==> src/rtl/rx_rts_flow.sv <==
module rx_rts_flow #(
  parameter int DEPTH = 64,
  parameter int CW    = $clog2(DEPTH + 1)
) (
  input  logic          clk,
  input  logic          rst_n,
  input  logic [CW-1:0] fifo_level,
  input  logic [1:0]    trig_sel,
  input  logic          auto_en,
  input  logic          rts_req,
  input  logic          ext_en,
  input  logic          ier_wr,
  input  logic          ier_rts,
  input  logic          stat_rd,
  output logic          rts_n,
  output logic          rts_flag,
  output logic          rts_irq
);

  localparam logic [CW-1:0] TRIG0 = CW'(DEPTH / 8);
  localparam logic [CW-1:0] TRIG1 = CW'(DEPTH / 4);
  localparam logic [CW-1:0] TRIG2 = CW'(DEPTH - 8);
  localparam logic [CW-1:0] TRIG3 = CW'(DEPTH - 4);
  localparam logic [CW-1:0] FULL  = CW'(DEPTH);

  logic [CW-1:0] trig, lo_thr, hi_thr;
  logic          active, halt, rts_n_q, irq_en, rise;

  always_comb begin
    case (trig_sel)
      2'd0:    trig = TRIG0;
      2'd1:    trig = TRIG1;
      2'd2:    trig = TRIG2;
      default: trig = TRIG3;
    endcase
  end

  assign lo_thr = trig >> 1;
  assign hi_thr = FULL - lo_thr;
  assign active = auto_en & rts_req;

  always_ff @(posedge clk or negedge rst_n) begin
    if (!rst_n)                   halt <= 1'b0;
    else if (!active)             halt <= 1'b0;
    else if (fifo_level > hi_thr) halt <= 1'b1;
    else if (fifo_level < lo_thr) halt <= 1'b0;
  end

  assign rts_n = ~rts_req | (auto_en & halt);
  assign rise  = auto_en & rts_n & ~rts_n_q;

  always_ff @(posedge clk or negedge rst_n) begin
    if (!rst_n) begin
      rts_n_q  <= 1'b1;
      rts_flag <= 1'b0;
      irq_en   <= 1'b0;
    end else begin
      rts_n_q <= rts_n;
      if (rise)         rts_flag <= 1'b1;
      else if (stat_rd) rts_flag <= 1'b0;
      if (ier_wr && ext_en) irq_en <= ier_rts;
    end
  end

  assign rts_irq = rts_flag & irq_en;


  halt_above_chk: assert property (@(posedge clk) disable iff (!rst_n)
    active && fifo_level > hi_thr |=> halt);

  resume_below_chk: assert property (@(posedge clk) disable iff (!rst_n)
    active && fifo_level < lo_thr |=> !halt);

  band_hold_chk: assert property (@(posedge clk) disable iff (!rst_n)
    active && fifo_level >= lo_thr && fifo_level <= hi_thr |=> halt == $past(halt));

  inactive_clear_chk: assert property (@(posedge clk) disable iff (!rst_n)
    !active |=> !halt);

  flag_set_chk: assert property (@(posedge clk) disable iff (!rst_n)
    auto_en && rts_n && !rts_n_q |=> rts_flag);

  flag_clear_src_chk: assert property (@(posedge clk) disable iff (!rst_n)
    $fell(rts_flag) |-> $past(stat_rd));

  enable_lock_chk: assert property (@(posedge clk) disable iff (!rst_n)
    !ext_en |=> irq_en == $past(irq_en));

  irq_needs_flag_chk: assert property (@(posedge clk) disable iff (!rst_n)
    rts_irq |-> rts_flag);

endmodule

==> config.mk <==
export PLATFORM = sky130hd
export DESIGN_NAME = rx_rts_flow
export DESIGN_NICKNAME = d
export VERILOG_FILES = /design/src/rtl/rx_rts_flow.sv
export SDC_FILE = /design/constraint.sdc
export NUM_CORES = 1
export LEC_CHECK = 0
export BUFFER_PORTS_ARGS = -buffer_cell sky130_fd_sc_hd__buf_2
export CORE_AREA = 2 2 39 41
export CTS_CLUSTER_DIAMETER = 120
export DETAILED_ROUTE_END_ITERATION = 8
export DIE_AREA = 0 0 41 43
export PLACE_DENSITY = 0.58
export SLEW_MARGIN = 0
export SYNTH_ARGS = -nofsm -noshare
export SYNTH_HDL_FRONTEND = slang
export SYNTH_SLANG_ARGS = --single-unit
==> constraint.sdc <==
create_clock -name clk -period 0.8 [get_ports clk]
set_input_delay 0.04 -clock clk [delete_from_list [all_inputs] [get_ports clk]]
set_output_delay 0.04 -clock clk [all_outputs]
set_load 0.01 [all_outputs]
==> impl_metrics.toml, run 1 <==
[worst_hold_path]
min_path_type = "in -> reg"

[timing]
finalCritPeriodShare = 1.20
setup_viol = 5
fin_skew_ns = 0.00446
setup_ws_ns = -0.160
hold_viol = 0
max_freq_mhz = 1040
rsz0062_at_grt = "true"
maxSlewViolCount = 0
fin_crit_ns = 0.960

[layout]
post_route_cells_drive_above_1_share = 0.440
fill_cells = 142
multi_input_area_um2 = 314
fin_area_um2 = 652
finalNetCount = 102
antenna_cells = 0
regArea_um2 = 101
area_growth_pct = 61.3

[yosys]
synth_top_flop_cell = "dfrtp_1"
synth.distinct_cells = 20
synth_area_per_cell_um2 = 8.79
synth_area_um2 = 404
yosys-top-cells-count = "ha_1, nor2b_1, nand2_1, dfrtp_1, inv_1"
yosys_warnings = 0
synth-edff-count = 0
syn_inst = 46
synth_most_common_cell = "ha_1"
synth_seq_cells = 4
synthArstFlopShare = 1.00
syn_nets = 72
yosys-top-cells-area = "ha_1, dfrtp_1, nor2b_1"
synth_top_area_frac = 0.279
synth_area_leader_cell = "ha_1"
seq_area_frac_synth = 0.251

[routing]
drtIter0Drc = 0
drt_wl_total_um = 890
drt-wirelength-per-cell_um = 9.78
first_pass_iters = 1
antenna_left = 0
routed_via_density = 4.49
vias = 409
drc_errors = 0

[global_routing]
grt-ovfl-total = 0
antenna_found_initial = 0
grtUsageTotal = 0.130
grt_pass1_wl_um = 1520
grt_max_degree = 7
grt_pass1_vias = 398

[setup_path]
rr_endpoint = "irq_en$_DFFE_PN0P_"
crit_path_end_kind = "flip-flop"
crit_path_start_kind = "input port"
cp.required_ns = 0.92
ff2ff_setup_slack_ns = -0.05
endpoint = "halt$_DFFE_PN0P_"
worstPathArrival_ns = 1.08
crit_fanout = 4
critPathKind = "in -> reg"
critPathLaunch = "trig_sel[0]"
r2r_cells = 2
r2r-start = "irq_en$_DFFE_PN0P_"

[die]
initial_core_util = 0.292
num_rows = 14
coreArea_um2 = 1380
die_area_um2 = 1760
die_w_um = 41
pin_count = 20
die_y_um = 43

[clocking]
worstSkewPairLatency_ns = 0.23
h-tree-depth = 1
clock_path_buffers = 2
cts_root_buffer = "clkbuf_4"
cts.sinks = 4
clkTransAtPathRegs_ns = 0.04
cts_buffers = 3
cts_tree = "built"

[pwr]
power_density_nw_per_um2 = 1190
leakagePower_nw = 0.344
ir_drop_mv = 0.354
combPwrFrac = 0.345
power_frac_clock = 0.352
p_int_mw = 0.571
sequentialPowerShare = 0.303
report.power.total_mw = 0.774
switching_power_mw = 0.203
switching_share = 0.262

[place]
gp_congestion = 0.713
dpl_worst_slack_ns = -0.423
io_buffers = 19
placed_area_um2 = 546
hpwlAfterDp_um = 751

[status]
violations = "setup timing"
status = "finished with violations"

[flow_run]
maxCapViolations = 0
-- final cells by class --
class / count / share of cell area
inverter: 3 / 0.0173
timing repair buffer: 26 / 0.274
sequential: 4 / 0.155
multi-input combinational: 38 / 0.482
clock buffer: 4 / 0.0403
tap: 16 / 0.0307
-- timing repair --
item	4_1_cts	5_1_grt
setup endpoints to repair	5	6
buffers inserted	1	2
hold endpoints to repair	5	0
hold buffers	2	0
pin swaps	5	4
gates resized for setup	4	6
-- per-stage QoR --
step           hold WS (ns)  std cells   util  setup TNS, ns
6_report             0.0372         91  0.471         -0.434
5_1_grt              0.0270         91  0.471         -0.780
4_1_cts              0.0121         89  0.444         -0.398
3_5_place_dp         -0.152         82  0.394         -0.427
3_3_place_gp         -0.152         82  0.394         -0.416
2_1_floorplan        -0.256         46      -         -0.251
-- worst max-delay path, cell delays in order --
cell and delay, ns:
buf_8 0.10, nor2b_4 0.11, ha_1 0.27, nor2b_1 0.12, o211ai_1 0.15, a21oi_1 0.08
a41o_1 0.20
-- sequential cells by signal, indices dropped and copies added (netlist names) --
register	count
halt	1
irq_en	1
rts_flag	1
rts_n_q	1
-- logic make-up (layout without fill, tap and decap cells) --
kind of cell / after synthesis / after routing / share of synthesized area
buf+inv: 4 / 33 / 0.0371
simple gates: 18 / 18 / 0.238
mux: 1 / 1 / 0.0279
compound gates: 8 / 8 / 0.149
other cells: 2 / 2 / 0.0186
flops: 4 / 4 / 0.251
fa+ha+maj: 9 / 9 / 0.279
-- per-layer routing --
metal	up-vias	part of all wire	routed length, µm	global-route usage
met5	-	0	0	0
met4	0	0	0	0.0800
met3	0	0.078	69	0.0314
met2	15	0.51	451	0.191
met1	175	0.42	370	0.162
li1	219	-	-	-
-- worst min-delay path by stage --
stage	startpoint	to	slack, ns	depth (start not counted)
floorplan	rst_n	halt$_DFFE_PN0P_	-0.26	0
global placement	rst_n	rts_flag$_DFFE_PN0P_	-0.15	1
detailed placement	rst_n	halt$_DFFE_PN0P_	-0.15	1
CTS	ier_rts	irq_en$_DFFE_PN0P_	0.01	2
global route	ier_rts	irq_en$_DFFE_PN0P_	0.03	2
finish	ier_rts	irq_en$_DFFE_PN0P_	0.04	2
-- power by group through the flow --
| stage | Clock, mW | Combinational (mW) | Sequential [mW] |
|---|---|---|---|
| 6_report | 0.272 | 0.267 | 0.234 |
| 5_1_grt | 0.314 | 0.307 | 0.236 |
| 4_1_cts | 0.288 | 0.235 | 0.233 |
| 3_5_place_dp | 0 | 0.212 | 0.235 |
| 3_3_place_gp | 0 | 0.208 | 0.235 |
| 2_1_floorplan | 0 | 0.110 | 0.236 |
-- cell usage in the layout (no fill, tap or decap), types with 3 or more instances in the layout --
master / instances
buf_2: 16
ha_1: 8
nor2b_1: 5
buf_4: 4
inv_1: 3
nand2_1: 3
clkbuf_4: 3
dfrtp_1: 3
buf_6: 3
Note: power is estimated with default switching activity, not from simulation.
==> run 2: changes to the inputs <==
--- a/config.mk
+++ b/config.mk
@@ -7,6 +7,7 @@
 export LEC_CHECK = 0
 export BUFFER_PORTS_ARGS = -buffer_cell sky130_fd_sc_hd__buf_2
 export CORE_AREA = 2 2 39 41
+export CTS_BUF_LIST = sky130_fd_sc_hd__clkbuf_16
 export CTS_CLUSTER_DIAMETER = 120
 export DETAILED_ROUTE_END_ITERATION = 8
 export DIE_AREA = 0 0 41 43
==> run 2 against run 1 <==
Register-to-register slack about the same. Clock-buffer cell count down 1. Critical path type unchanged. Worst hold slack better by 0.010 ns. Worst setup slack worse by 0.0058 ns. Sequential cell count unchanged. Global-route usage up 0.70 points. Cell count unchanged. Wire length up 7.0%. The run still ends with setup timing left.
==> impl_metrics.toml, run 2 (synthesis gave the netlist of run 1 again) <==
[setup_path]
crit_slowest_cell = "ha_1"
worstPathArrival_ns = 1.08
ff2ff_setup_slack_ns = -0.05
critPathKind = "in -> reg"
path_delay_family = "compound AO/OA/AOI/OAI gates"
cp_num_buf_inv = 1
cp.required_ns = 0.91
crit_path_start_kind = "input port"
path_cells = "buf_8 > nor2b_4 > ha_1 > nor2b_1 > o211ai_1 > a21oi_1 > a41o_1"
max_stage_delay_ns = 0.27
crit_fanout = 4
crit_path_end_kind = "flip-flop"

[layout]
post_route_cells_drive_above_1_share = 0.440
postLayoutCoreUtil = 0.509
layout_commonest_cell = "buf_2"
multi_input_area_um2 = 314
fill_cells = 132
finalNetCount = 102
area_growth_pct = 74.3
regArea_um2 = 101
final_cell_mix = "buf_2, ha_1, nor2b_1"
antenna_cells = 0

[timing]
timing.hold.ws_ns = 0.0474
setup_viol = 5
max_freq_mhz = 1040
rsz0062_at_grt = "true"
setup_ws_ns = -0.166
hold_viol = 0
fin_skew_ns = 0.00186
fin_crit_ns = 0.966
maxSlewViolCount = 0
fin_setup_tns_ns = -0.422
finalCritPeriodShare = 1.21

[clocking]
worstSkewPairLatency_ns = 0.23
clock_path_buffers = 2
clkTransAtPathRegs_ns = 0.03
cts_buffers = 3
cts.sinks = 4
cts_root_buffer = "clkbuf_16"
cts_tree = "built"
h-tree-depth = 1

[worst_hold_path]
min_path_type = "in -> reg"

[place]
gp_congestion = 0.713
hpwlAfterDp_um = 751
dpl_worst_slack_ns = -0.423
io_buffers = 19

[routing]
vias = 413
drc_errors = 0
antenna_left = 0
drt_wl_total_um = 952
drtIter0Drc = 0
routed_via_density = 4.54
drt-wirelength-per-cell_um = 10.5
first_pass_iters = 1

[die]
coreArea_um2 = 1380
num_rows = 14
die_w_um = 41
pin_count = 20
die_area_um2 = 1760
initial_core_util = 0.292
die_y_um = 43

[global_routing]
grt_max_degree = 7
antenna_found_initial = 0
grt_pass1_vias = 402
grt-ovfl-total = 0
grtUsageTotal = 0.137
grt_pass1_wl_um = 1570

[flow_run]
maxCapViolations = 0

[pwr]
ir_drop_mv = 0.702
leakagePower_nw = 0.372
power_density_nw_per_um2 = 1850

[status]
violations = "setup timing"
status = "finished with violations"
-- run 2: cell count changes in the layout (fill, tap and decap cells not counted), sizes merged --
| cell | change |
|---|---|
| clkbuf | -1 |
| inv | +1 |
-- run 2: path summary, 6_finish.rpt --
check                                startpoint                    to  cells past startpoint
min reg2reg                rts_flag$_DFFE_PN0P_  rts_flag$_DFFE_PN0P_                      2
min                                     ier_rts    irq_en$_DFFE_PN0P_                      2
min in group asynchronous                 rst_n  rts_flag$_DFFE_PN0P_                      2
max reg2reg                  irq_en$_DFFE_PN0P_    irq_en$_DFFE_PN0P_                      2
max                                 trig_sel[0]      halt$_DFFE_PN0P_                      7
max in group asynchronous                 rst_n     rts_n_q$_DFF_PN1_                      2
-- run 2: area by class of cell --
| class | instances | share of cell area |
|---|---|---|
| multi-input cells | 38 | 0.446 |
| repair buffers | 26 | 0.254 |
| inverters | 3 | 0.0160 |
| clock buffers | 3 | 0.107 |
| flip-flops and latches | 4 | 0.144 |
| clock inverters | 1 | 0.00533 |
| well taps | 16 | 0.0284 |
-- run 2: power breakdown --
part	switching [mW]	leakage (nW)	internal, mW
combinational	0.108	0.281	0.159
sequential	0.00951	0.0487	0.225
clock	0.152	0.0423	0.646
-- run 2: through the flow --
stage | std cells | instance area (µm²) | power [mW]
floorplan | 46 | 419 | 0.347
global placement | 82 | 546 | 0.443
detailed placement | 82 | 546 | 0.447
CTS | 89 | 667 | 1.28
global route | 91 | 704 | 1.39
finish | 91 | 704 | 1.30
-- run 2: metal layers --
layer  wire, µm  vias to the layer above  global-route usage
met5          0                        -                   0
met4         27                        0              0.0800
met3         81                        3              0.0471
met2        457                       18               0.200
met1        385                      174               0.165
li1           -                      218                   -
-- run 2: what timing repair did --
item | 4_1_cts | 5_1_grt
hold buffers | 2 | 0
pin swaps | 5 | 4
hold endpoints to repair | 5 | 0
endpoints found under the setup margin | 4 | 6
setup buffers | 1 | 2
gates resized for setup | 4 | 6
